<file path="src/rtl/apb_hold_monitor.sv">
module apb_hold_monitor #(
  parameter int AW = 16,
  parameter int DW = 32,
  parameter int CW = 8
) (
  input  logic            pclk,
  input  logic            presetn,
  input  logic            clr,
  input  logic            psel,
  input  logic            penable,
  input  logic            pready,
  input  logic [AW-1:0]   paddr,
  input  logic            pwrite,
  input  logic [DW-1:0]   pwdata,
  input  logic [DW/8-1:0] pstrb,
  input  logic [2:0]      pprot,
  input  logic [DW-1:0]   prdata,
  output logic [8:0]      viol,
  output logic            first_vld,
  output logic [3:0]      first_code,
  output logic [AW-1:0]   first_addr,
  output logic [DW-1:0]   rdata_cap,
  output logic [CW-1:0]   rd_cnt0,
  output logic [CW-1:0]   rd_cnt1,
  output logic [CW-1:0]   rd_cnt2,
  output logic [CW-1:0]   wr_cnt0,
  output logic [CW-1:0]   wr_cnt1,
  output logic [CW-1:0]   wr_cnt2
);
  localparam int SW = DW / 8;
  localparam int NR = 9;
  localparam logic [1:0] HMAX = 2'd2;

  logic            held_q, setup_q;
  logic [AW-1:0]   q_addr;
  logic            q_write;
  logic [DW-1:0]   q_wdata;
  logic [SW-1:0]   q_strb;
  logic [2:0]      q_prot;
  logic [1:0]      hcnt;
  logic [NR-1:0]   hit;
  logic [3:0]      code_n;
  logic [CW-1:0]   cnt [0:1][0:2];

  wire held_now = psel & penable & ~pready;
  wire done     = psel & penable & pready;

  assign hit[0] = held_q && (paddr  != q_addr);
  assign hit[1] = held_q && (pwrite != q_write);
  assign hit[2] = held_q && (pwdata != q_wdata);
  assign hit[3] = held_q && (pstrb  != q_strb);
  assign hit[4] = held_q && (pprot  != q_prot);
  assign hit[5] = held_q && !psel;
  assign hit[6] = held_q && !penable;
  assign hit[7] = setup_q && psel && !penable;
  assign hit[8] = penable && !psel;

  always_comb begin
    code_n = '0;
    for (int i = NR - 1; i >= 0; i--)
      if (hit[i]) code_n = 4'(i + 1);
  end

  always_ff @(posedge pclk or negedge presetn) begin
    if (!presetn) begin
      held_q  <= 1'b0;
      setup_q <= 1'b0;
      q_addr  <= '0;
      q_write <= 1'b0;
      q_wdata <= '0;
      q_strb  <= '0;
      q_prot  <= '0;
    end else begin
      held_q  <= held_now;
      setup_q <= psel & ~penable;
      q_addr  <= paddr;
      q_write <= pwrite;
      q_wdata <= pwdata;
      q_strb  <= pstrb;
      q_prot  <= pprot;
    end
  end

  always_ff @(posedge pclk or negedge presetn) begin
    if (!presetn) begin
      viol       <= '0;
      first_vld  <= 1'b0;
      first_code <= '0;
      first_addr <= '0;
    end else if (clr) begin
      viol       <= '0;
      first_vld  <= 1'b0;
      first_code <= '0;
      first_addr <= '0;
    end else begin
      viol <= viol | hit;
      if (!first_vld && |hit) begin
        first_vld  <= 1'b1;
        first_code <= code_n;
        first_addr <= paddr;
      end
    end
  end

  always_ff @(posedge pclk or negedge presetn) begin
    if (!presetn)
      hcnt <= '0;
    else if (clr || !held_now)
      hcnt <= '0;
    else if (hcnt != HMAX)
      hcnt <= hcnt + 2'd1;
  end

  always_ff @(posedge pclk or negedge presetn) begin
    if (!presetn) begin
      rdata_cap <= '0;
      for (int d = 0; d < 2; d++)
        for (int b = 0; b < 3; b++)
          cnt[d][b] <= '0;
    end else if (clr) begin
      rdata_cap <= '0;
      for (int d = 0; d < 2; d++)
        for (int b = 0; b < 3; b++)
          cnt[d][b] <= '0;
    end else if (done) begin
      if (!pwrite) rdata_cap <= prdata;
      if (cnt[pwrite][hcnt] != '1)
        cnt[pwrite][hcnt] <= cnt[pwrite][hcnt] + 1'b1;
    end
  end

  assign rd_cnt0 = cnt[0][0];
  assign rd_cnt1 = cnt[0][1];
  assign rd_cnt2 = cnt[0][2];
  assign wr_cnt0 = cnt[1][0];
  assign wr_cnt1 = cnt[1][1];
  assign wr_cnt2 = cnt[1][2];
endmodule

</file>
<file path="config.mk">
export PLATFORM = sky130hd
export DESIGN_NAME = apb_hold_monitor
export DESIGN_NICKNAME = d
export VERILOG_FILES = /design/src/rtl/apb_hold_monitor.sv
export SDC_FILE = /design/constraint.sdc
export NUM_CORES = 1
export LEC_CHECK = 0
export ABC_AREA = 1
export BUFFER_PORTS_ARGS = -buffer_cell sky130_fd_sc_hd__buf_2
export CAP_MARGIN = 20
export CORE_UTILIZATION = 40
export CTS_CLUSTER_DIAMETER = 150
export DETAILED_ROUTE_END_ITERATION = 10
export GPL_TIMING_DRIVEN = 0
export SLEW_MARGIN = 20
export SYNTH_ARGS = -nofsm -noshare
export SYNTH_HDL_FRONTEND = slang
export SYNTH_SLANG_ARGS = --single-unit
</file>
<file path="constraint.sdc">
create_clock -name pclk -period 6.3 [get_ports pclk]
set_input_delay 0.315 -clock pclk [delete_from_list [all_inputs] [get_ports pclk]]
set_output_delay 0.315 -clock pclk [all_outputs]
set_load 0.03 [all_outputs]
</file>
==> run_results.csv, run 1 <==
group,metric,value,unit
synthesis,synthTopCellsByCount,"221 x nand2_1, 170 x dfrtp_1, 109 x nor2_1",
synthesis,synth-simple-area-share,24.7,%
synthesis,synth_area_per_cell,9.01,µm²
placed_design,placed_area,8980,µm²
synthesis,synth_mux_area_share,0,%
drt,route.met2.wl,9.31,mm
global_routing,grt_pass1_wl,31.9,mm
global_routing,antenna_found_initial,0,
synthesis,synth_top_family_by_area,"simple AND/OR/NAND/NOR gates",
placed_design,post-place-ws,3.68,ns
timing,hold_ws,0.0225,ns
placed_design,dp_hpwl,14.0,mm
clock_network,numCtsBuffers,17,
final_layout,antennaDiodeCount,0,
critical_path,cpMaxStageDelayCell,"dfrtp_1",
final_layout,stdcell_area,9600,µm²
critical_path,crit_required,6.58,ns
drt,antenna_left,0,
clock_network,cts_hold_buffers,4,
final_layout,layout-drive-gt1-share,25.4,%
power_and_ir_drop,cellLeakagePower,4.95,nW
drt,wl_met3,1.00,mm
timing,final_max_slew_viol_count,0,
synthesis,synth_nets,945,
floorplanning,rows,50,
power_and_ir_drop,vdd_drop_max,0.168,mV
floorplanning,die_x,140,µm
clock_network,htree_levels,4,
drt,vias,6306,
job,max-cap-violations,0,
drt,drt_iter0_drc,296,
drt,drt-met1-wl,9.06,mm
floorplanning,ioPinCount,204,
timing,setup-tns-final,0,ns
final_layout,areaGrowthSynthToFinish,25.8,%
timing,period_minus_slack,2.65,ns
synthesis,synth_area_leader_cell,"dfrtp_1",
clock_network,cts_sinks,170,
global_routing,grt-ovfl-total,0,
synthesis,synthXorXnorAreaFrac,4.92,%
synthesis,ys_warn_count,0,
drt,viasPerCell,4.77,
floorplanning,core_area,18700,µm²
timing,fin_skew,0.0146,ns
clock_network,postCtsSetupBuffers,0,
critical_path,crit_type,"flop to flop",
worst_hold_path,hp-class,"input port to flop",
final_layout,utilization,51.3,%
critical_path,crit_path_start_kind,"flop",
critical_path,worst-path-buf-inv,2,
synthesis,ys_types,37,
synthesis,synth_compound_area_share,8.39,%
global_routing,grt_pass1_vias,6121,
synthesis,synth-edff-count,0,
clock_network,root_buffer,"clkbuf_16",
synthesis,yosysTopAreaCellShare,55.7,%
critical_path,crit_fanout,11,
synthesis,synthFlopType,"dfrtp_1",
critical_path,end_kind,"flop",
synthesis,ys_async_sr_fraction,100,%
global_routing,grt_max_degree,97,
drt,route.detailed.drc,0,
power_and_ir_drop,power_density,275,nW/µm²
synthesis,synth_cells,847,
synthesis,synth.most_common_cell,"nand2_1",
drt,drt-total-wl,19.5,mm
timing,fin_crit_sh,42.1,%
synthesis,synth.area.top_cells,"dfrtp_1 56%, nand2_1 11%, nor2_1 5.4%",
clock_network,clkLatencyLatePin,0.43,ns
drt,wl_per_cell,14.8,µm
synthesis,synthAdderAreaFrac,0.656,%
synthesis,ys_seq_elements,170,
clock_network,cts_buffer_depth,2,
floorplanning,die-height,140,µm
critical_path,crit_chain,"inv_1, buf_2, o21ai_0, o22ai_1, nand2_1, nand2_2, ha_1, nand2_2, nor2_4, nand2_1, nand4_1, o21ai_0",
timing,rsz0062_at_grt,"no",
timing,max-slew-margin-rel,51.6,%
timing,setup_viol,0,
timing,max_freq,377,MHz
clock_network,clkTransAtPathRegs,0.07,ns
placed_design,portBuffers,203,
placed_design,routabilityCongestion,0.827,
drt,dr.pass1.iters,5,
outcome,status,"complete, no violations",
clock_network,cts_resized,0,
critical_path,crit_family,"simple AND/OR/NAND/NOR gates",
clock_network,cts_tree,"yes",
drt,maxUsedRoutingLayer,"met4",
floorplanning,dieArea,19600,µm²
timing,fin_ws,3.65,ns
final_layout,fin_nets,1174,
synthesis,seq_area_frac_synth,55.7,%
floorplanning,start_util,40.8,%
critical_path,arrival,2.93,ns
critical_path,slowest_delay,0.43,ns
timing,tightest_slew,0.721,ns
synthesis,netlist_area,7630,µm²
timing,hold_violations,0,
global_routing,track_usage,20.9,%
[worst paths after layout]
| check | start | end | slack (ns) | depth (start not counted) |
|---|---|---|---|---|
| max | hcnt[0] | wr_cnt1[2] | 3.65 | 12 |
| min | pwdata[23] | q_wdata[23] | 0.02 | 1 |
| max reg2reg | hcnt[0] | wr_cnt1[2] | 3.65 | 12 |
| min reg2reg | viol[6] | viol[6] | 0.50 | 2 |
| max in group asynchronous | presetn | rdata_cap[13] | 4.97 | 3 |
| min in group asynchronous | presetn | q_wdata[17] | 0.44 | 2 |
[power breakdown]
group          internal, mW  switching [mW]  total, mW  leakage [nW]
combinational         0.138           0.302      0.440          2.53
clock                 0.557           0.448       1.00         0.258
sequential             1.16          0.0384       1.20          2.16
total                  1.85           0.789       2.64          4.95
[cells by family after synthesis]
kind of cell | after synthesis
AOI/OAI and AO/OA | 123
xor gates and xnor gates | 42
adders and majority gates | 4
buffers and inverters | 92
DFF | 170
and+or+nand+nor | 416
[layout make-up]
cell class | instances | area, µm²
Clock inverter | 12 | 120
Tap cell | 234 | 293
Inverter | 61 | 229
Fill cell | 1767 | 9100
Buffer | 31 | 203
Multi-Input combinational cell | 585 | 2950
Clock buffer | 19 | 443
Sequential cell | 170 | 4250
Timing Repair Buffer | 210 | 1110
[flip-flops by register name, indices dropped and copies added, names as in the netlist, 8 cells and up]
name and count:
q_wdata 32, rdata_cap 32, first_addr 16, q_addr 16, viol 9, rd_cnt0 8
rd_cnt1 8, rd_cnt2 8, wr_cnt0 8, wr_cnt1 8, wr_cnt2 8
[through the flow]
step | power (mW) | std cells
floorplan | 1.48 | 847
global placement | 1.65 | 1284
CTS | 2.67 | 1320
detailed placement | 1.66 | 1285
finish | 2.64 | 1322
global route | 2.77 | 1322
[metal layers]
layer	up-vias	GRT usage, %
met5	-	0
met4	0	5.84
met3	13	4.58
met2	177	33.7
met1	2948	28.3
li1	3168	-
[layout by cell type (no fill, tap or decap), types with 2 or more instances in the layout]
cell and count:
nand2_1 221, buf_2 205, dfrtp_1 170, nor2_1 109, inv_1 60, o21ai_1 40
o21ai_0 38, a21oi_1 36, nand3_1 30, xnor2_1 28, nand4_1 24, clkbuf_1 18
clkbuf_16 17, xor2_1 13, nand3_4 10, nand2_2 8, dlygate4sd3_1 6, clkbuf_8 5
clkinvlp_4 5, nor2_4 4, ha_1 4, clkinv_4 4, o21a_1 3, o211ai_1 3
buf_4 2, buf_6 2, o22ai_1 2, nor3_1 2, nand2_4 2, inv_6 2
Note: power is estimated with default switching activity, not from simulation.
==> run 2, diff against run 1 <==
clock period = 2.65 ns   (was 6.3 ns; I/O delays follow)
==> run_results.csv, run 2 (synthesis results as in run 1) <==
group,metric,value,unit
outcome,status,"complete, no violations",
final_layout,layout_common_cells,"221 x nand2_1, 204 x buf_2, 170 x dfrtp_1",
timing,fin_skew,0.0156,ns
worst_hold_path,holdPathStages,3,
critical_path,reg2reg_to,"wr_cnt0[2]",
power_and_ir_drop,cellLeakagePower,5.35,nW
final_layout,stdcell_area,10500,µm²
timing,max-slew-margin-rel,51.9,%
critical_path,crit_required,2.93,ns
global_routing,grt_max_degree,97,
drt,wl_per_cell,14.9,µm
critical_path,slowest_delay,0.43,ns
final_layout,layout-drive-gt1-share,24.0,%
clock_network,htree_levels,4,
floorplanning,dieArea,19600,µm²
global_routing,antenna_found_initial,0,
job,max-cap-violations,0,
worst_hold_path,hold_end,"held_q",
drt,viasPerCell,4.76,
critical_path,r2r_slack,0.18,ns
final_layout,final_common_cell,"nand2_1",
placed_design,routabilityCongestion,0.827,
clock_network,cts_tree,"yes",
worst_hold_path,hold_start,"psel",
drt,drt_iter0_drc,336,
placed_design,portBuffers,203,
timing,final_max_slew_viol_count,0,
timing,max_freq,405,MHz
power_and_ir_drop,power_density,607,nW/µm²
clock_network,cts_buffer_depth,2,
drt,drt-total-wl,21.0,mm
timing,hold_violations,0,
final_layout,areaGrowthSynthToFinish,38.0,%
clock_network,cts_sinks,170,
timing,fin_crit_sh,93.2,%
critical_path,r2r-start,"hcnt[0]",
critical_path,worst-path-buf-inv,3,
final_layout,antennaDiodeCount,0,
drt,antenna_left,0,
power_and_ir_drop,vdd_drop_max,0.403,mV
worst_hold_path,hp-class,"input port to flop",
global_routing,grt_pass1_vias,6614,
drt,vias,6725,
floorplanning,die-height,140,µm
clock_network,clkTransAtPathRegs,0.07,ns
timing,tightest_slew,0.716,ns
critical_path,end_kind,"flop",
clock_network,clkLatencyLatePin,0.43,ns
critical_path,crit_path_start_kind,"flop",
placed_design,placed_area,8980,µm²
critical_path,crit_fanout,11,
critical_path,crit_family,"simple AND/OR/NAND/NOR gates",
drt,route.detailed.drc,0,
global_routing,grt_pass1_wl,34.1,mm
critical_path,r2r_cells,13,
clock_network,numCtsBuffers,17,
final_layout,reg_top3,"q_wdata (32), rdata_cap (32)",
placed_design,dp_hpwl,14.0,mm
final_layout,fin_nets,1266,
timing,setup_viol,0,
critical_path,crit_chain,"inv_1, clkbuf_4, o21ai_0, o22ai_1, nand2_1, nand2_4, ha_1, nand2_2, nor2_4, nand2_1, nand4_1, buf_4, o21ai_0",
critical_path,crit_type,"flop to flop",
timing,period_minus_slack,2.47,ns
floorplanning,ioPinCount,204,
timing,setup-tns-final,0,ns
final_layout,instances_no_fill,1414,
final_layout,nFillCells,1657,
floorplanning,start_util,40.8,%
final_layout,utilization,56.3,%
floorplanning,core_area,18700,µm²
clock_network,root_buffer,"clkbuf_16",
critical_path,arrival,2.75,ns
global_routing,track_usage,22.3,%
placed_design,dp_cells,1285,
floorplanning,die_x,140,µm
drt,dr.pass1.iters,5,
critical_path,cpMaxStageDelayCell,"dfrtp_1",
global_routing,grt-ovfl-total,0,
floorplanning,rows,50,
power_and_ir_drop,power,6.40,mW
## run 2: changes by cell type in the layout (fill, tap and decap cells not counted)
cell           before  now
xnor2_2             0    1
clkbuf_4            1    2
buf_4               2    7
nand2_2             8    7
xnor2_1            28   27
nand2_4             2    3
dlygate4sd3_1       6   92
buf_12              1    2
buf_2             205  204
## run 2: final cells by class
class                           instances  area [µm²]  share of cell area, %
Sequential cell                       170        4250                   40.4
Multi-Input combinational cell        585        2960                   28.1
Timing Repair Buffer                  302        2030                   19.3
Clock buffer                           19         443                   4.20
Tap cell                              234         293                   2.78
Inverter                               61         229                   2.17
Buffer                                 31         205                   1.95
Clock inverter                         12         120                   1.14
## run 2: routing by layer
layer  routed length (µm)  share of wire [%]  global-route usage, %
met5                    0                  0                      0
met4                  271                1.3                   6.71
met3                  893                4.2                   4.38
met2                10200                 48                   36.9
met1                 9680                 46                   29.6
## run 2: worst reg2reg max path, delay by kind of cell (launching register included)
family	cells	cell delay (ns)
simple gates	6	0.80
buf+inv	3	0.55
fa+ha+maj	1	0.22
compound gates	3	0.33
flops	1	0.43
## run 2: how the worst max path moves through the flow
stage	start	endpoint	slack [ns]	cells past startpoint
2_1_floorplan	hcnt[0]	wr_cnt0[7]	0.60	12
3_3_place_gp	presetn	rdata_cap[22]	-1.31	1
3_5_place_dp	hcnt[0]	wr_cnt1[4]	0.03	13
4_1_cts	hcnt[0]	rd_cnt1[2]	0.01	12
5_1_grt	hcnt[0]	wr_cnt0[2]	-0.003	13
6_report	hcnt[0]	wr_cnt0[2]	0.18	13
## run 2: what timing repair did
action	4_1_cts	5_1_grt
setup buffers	0	6
endpoints found under the hold margin	178	0
endpoints found under the setup margin	0	48
hold buffers	92	0
resized for setup	0	3
## run 2: where the power goes
| group | leakage [nW] | internal, mW | switching (mW) |
|---|---|---|---|
| combinational | 2.93 | 0.415 | 0.749 |
| sequential | 2.16 | 2.75 | 0.0919 |
| clock | 0.258 | 1.32 | 1.07 |
| total | 5.35 | 4.49 | 1.91 |
## run 2: through the flow
step           hold slack (ns)  setup slack, ns
4_1_cts                0.00541           0.0115
5_1_grt                 0.0415         -0.00309
3_3_place_gp             0.267            -1.31
2_1_floorplan           -0.163            0.597
3_5_place_dp             0.145           0.0317
6_report               0.00791            0.181
==> run 3, diff against run 2 <==
ABC_AREA = default   (was 1)
==> run_results.csv, run 3 <==
group,metric,value,unit
synthesis,synth_nets,711,
placed_design,portBuffers,203,
clock_network,clkLatencyLatePin,0.42,ns
timing,fin_crit_sh,97.6,%
critical_path,end_kind,"flop",
worst_hold_path,hp-class,"input port to flop",
timing,max-slew-margin-rel,35.9,%
drt,drt-total-wl,20.7,mm
floorplanning,start_util,40.9,%
synthesis,seq_area_frac_synth,57.7,%
final_layout,layout_common_cells,"202 x buf_2, 170 x dfrtp_1, 91 x dlygate4sd3_1",
floorplanning,die_x,138,µm
clock_network,clkTransAtPathRegs,0.06,ns
global_routing,antenna_found_initial,0,
synthesis,synth.most_common_cell,"dfrtp_1",
placed_design,dp_hpwl,14.2,mm
critical_path,r2r-start,"hcnt[0]",
final_layout,nFillCells,1565,
clock_network,cts_sinks,170,
timing,tightest_slew,0.961,ns
synthesis,ys_async_sr_fraction,100,%
outcome,status,"complete, no violations",
floorplanning,core_area,18000,µm²
power_and_ir_drop,power_density,550,nW/µm²
drt,route.detailed.drc,0,
synthesis,synth-edff-count,0,
final_layout,areaGrowthSynthToFinish,40.8,%
timing,max_freq,387,MHz
final_layout,regArea,4250,µm²
drt,vias,5947,
clock_network,cts_tree,"yes",
drt,dr.pass1.iters,4,
global_routing,grt_pass1_wl,32.8,mm
final_layout,layout-drive-gt1-share,30.6,%
power_and_ir_drop,vdd_drop_max,0.424,mV
global_routing,track_usage,22.7,%
floorplanning,die-height,138,µm
final_layout,antennaDiodeCount,0,
placed_design,post-place-ws,-0.343,ns
final_layout,multi_input_area,3020,µm²
final_layout,reg_top3,"q_wdata (32), rdata_cap (32)",
synthesis,netlist_area,7380,µm²
timing,fin_skew,0.0131,ns
critical_path,crit_type,"flop to flop",
synthesis,synth.area.top_cells,"dfrtp_1 58%, a22o_1 5.7%, xnor2_1 5.3%",
drt,viasPerCell,5.04,
clock_network,numCtsBuffers,17,
drt,drt_iter0_drc,222,
worst_hold_path,hold_start,"psel",
synthesis,ys_seq_elements,170,
timing,setup_viol,0,
global_routing,grt_max_degree,93,
synthesis,synthFlopType,"dfrtp_1",
synthesis,ys_warn_count,0,
drt,antenna_left,0,
clock_network,root_buffer,"clkbuf_16",
floorplanning,rows,49,
clock_network,cts_buffer_depth,2,
timing,hold_violations,0,
synthesis,synth_area_per_cell,12.0,µm²
final_layout,fin_nets,1036,
drt,wl_per_cell,17.5,µm
synthesis,synthTopCellsByCount,"170 x dfrtp_1, 73 x nand2_1, 48 x a22o_1",
timing,hold_ws,0.0392,ns
global_routing,grt-ovfl-total,0,
synthesis,yosysTopAreaCellShare,57.7,%
synthesis,ys_types,49,
timing,final_max_slew_viol_count,0,
final_layout,final_common_cell,"buf_2",
timing,fin_ws,0.0640,ns
floorplanning,dieArea,19000,µm²
critical_path,crit_required,2.95,ns
placed_design,routabilityCongestion,0.797,
timing,period_minus_slack,2.59,ns
power_and_ir_drop,cellLeakagePower,4.88,nW
synthesis,synth_cells,613,
floorplanning,ioPinCount,204,
job,max-cap-violations,0,
synthesis,synth_area_leader_cell,"dfrtp_1",
placed_design,dp_cells,1046,
global_routing,grt_pass1_vias,6376,
critical_path,crit_start,"hcnt[0]",
critical_path,arrival,2.89,ns
final_layout,instances_no_fill,1179,
critical_path,crit_path_start_kind,"flop",
power_and_ir_drop,power,5.71,mW
critical_path,crit_fanout,8,
clock_network,htree_levels,4,
## run 3: power by group
group	leakage, nW	switching, mW	internal, mW	total [mW]
logic	2.40	0.378	0.312	0.690
registers	2.23	0.0424	2.68	2.72
clock network	0.260	1.07	1.24	2.30
## run 3: cells by family after synthesis
logic type	synth area share, %
AOI/OAI and AO/OA	12.4
xor gates and xnor gates	7.48
adders and majority gates	0.679
buffers and inverters	2.82
DFF	57.7
muxes	6.16
and+or+nand+nor	12.8
## run 3: area by class of cell
type	count	area share (%)
tap	229	2.76
clock buffer	20	4.30
buffer	28	1.76
inverter	9	0.325
sequential	170	41.0
clock inverter	11	0.855
timing repair buffer	306	20.0
multi-input combinational	406	29.1
## run 3: final timing paths
| path | end | slack (ns) | depth (start not counted) |
|---|---|---|---|
| setup reg to reg | wr_cnt1[1] | 0.06 | 9 |
| setup / recovery | wr_cnt1[1] | 0.06 | 9 |
| hold / removal | setup_q | 0.04 | 2 |
| max in group asynchronous | rd_cnt1[0] | 1.51 | 3 |
| min in group asynchronous | wr_cnt2[4] | 0.27 | 2 |
| hold reg to reg | viol[0] | 0.49 | 2 |
## run 3: repair_timing
item / 4_1_cts / 5_1_grt
setup endpoints to repair: 58 / 45
buffers inserted: 8 / 3
gates resized for setup: 12 / 9
hold buffers: 91 / 0
endpoints found under the hold margin: 183 / 0
pin swaps: 6 / 3
## run 3: layer usage
layer / global-route usage (%) / part of all wire [%] / vias to the layer above
li1: - / - / 2790
met1: 28.0 / 42 / 2973
met2: 39.1 / 51 / 157
met3: 4.82 / 4.7 / 27
met4: 7.79 / 1.9 / 0
met5: 0 / 0 / -
## run 3: stage by stage
stage	setup TNS, ns	instance area (µm²)	utilization, %
finish	0	10400	57.6
global route	-0.0434	10400	57.6
CTS	0	10300	57.2
detailed placement	-12.26	8720	48.4
global placement	-179.24	8680	48.1
floorplan	0	7380	-
## run 3: worst max-delay path: stages, from the launching register on
cell      delay (ns)
dfrtp_1         0.39
buf_6           0.14
nand2b_1        0.30
o22ai_1         0.23
o21bai_1        0.16
or4_4           0.57
buf_12          0.17
and4b_4         0.19
buf_6           0.13
a22o_1          0.18
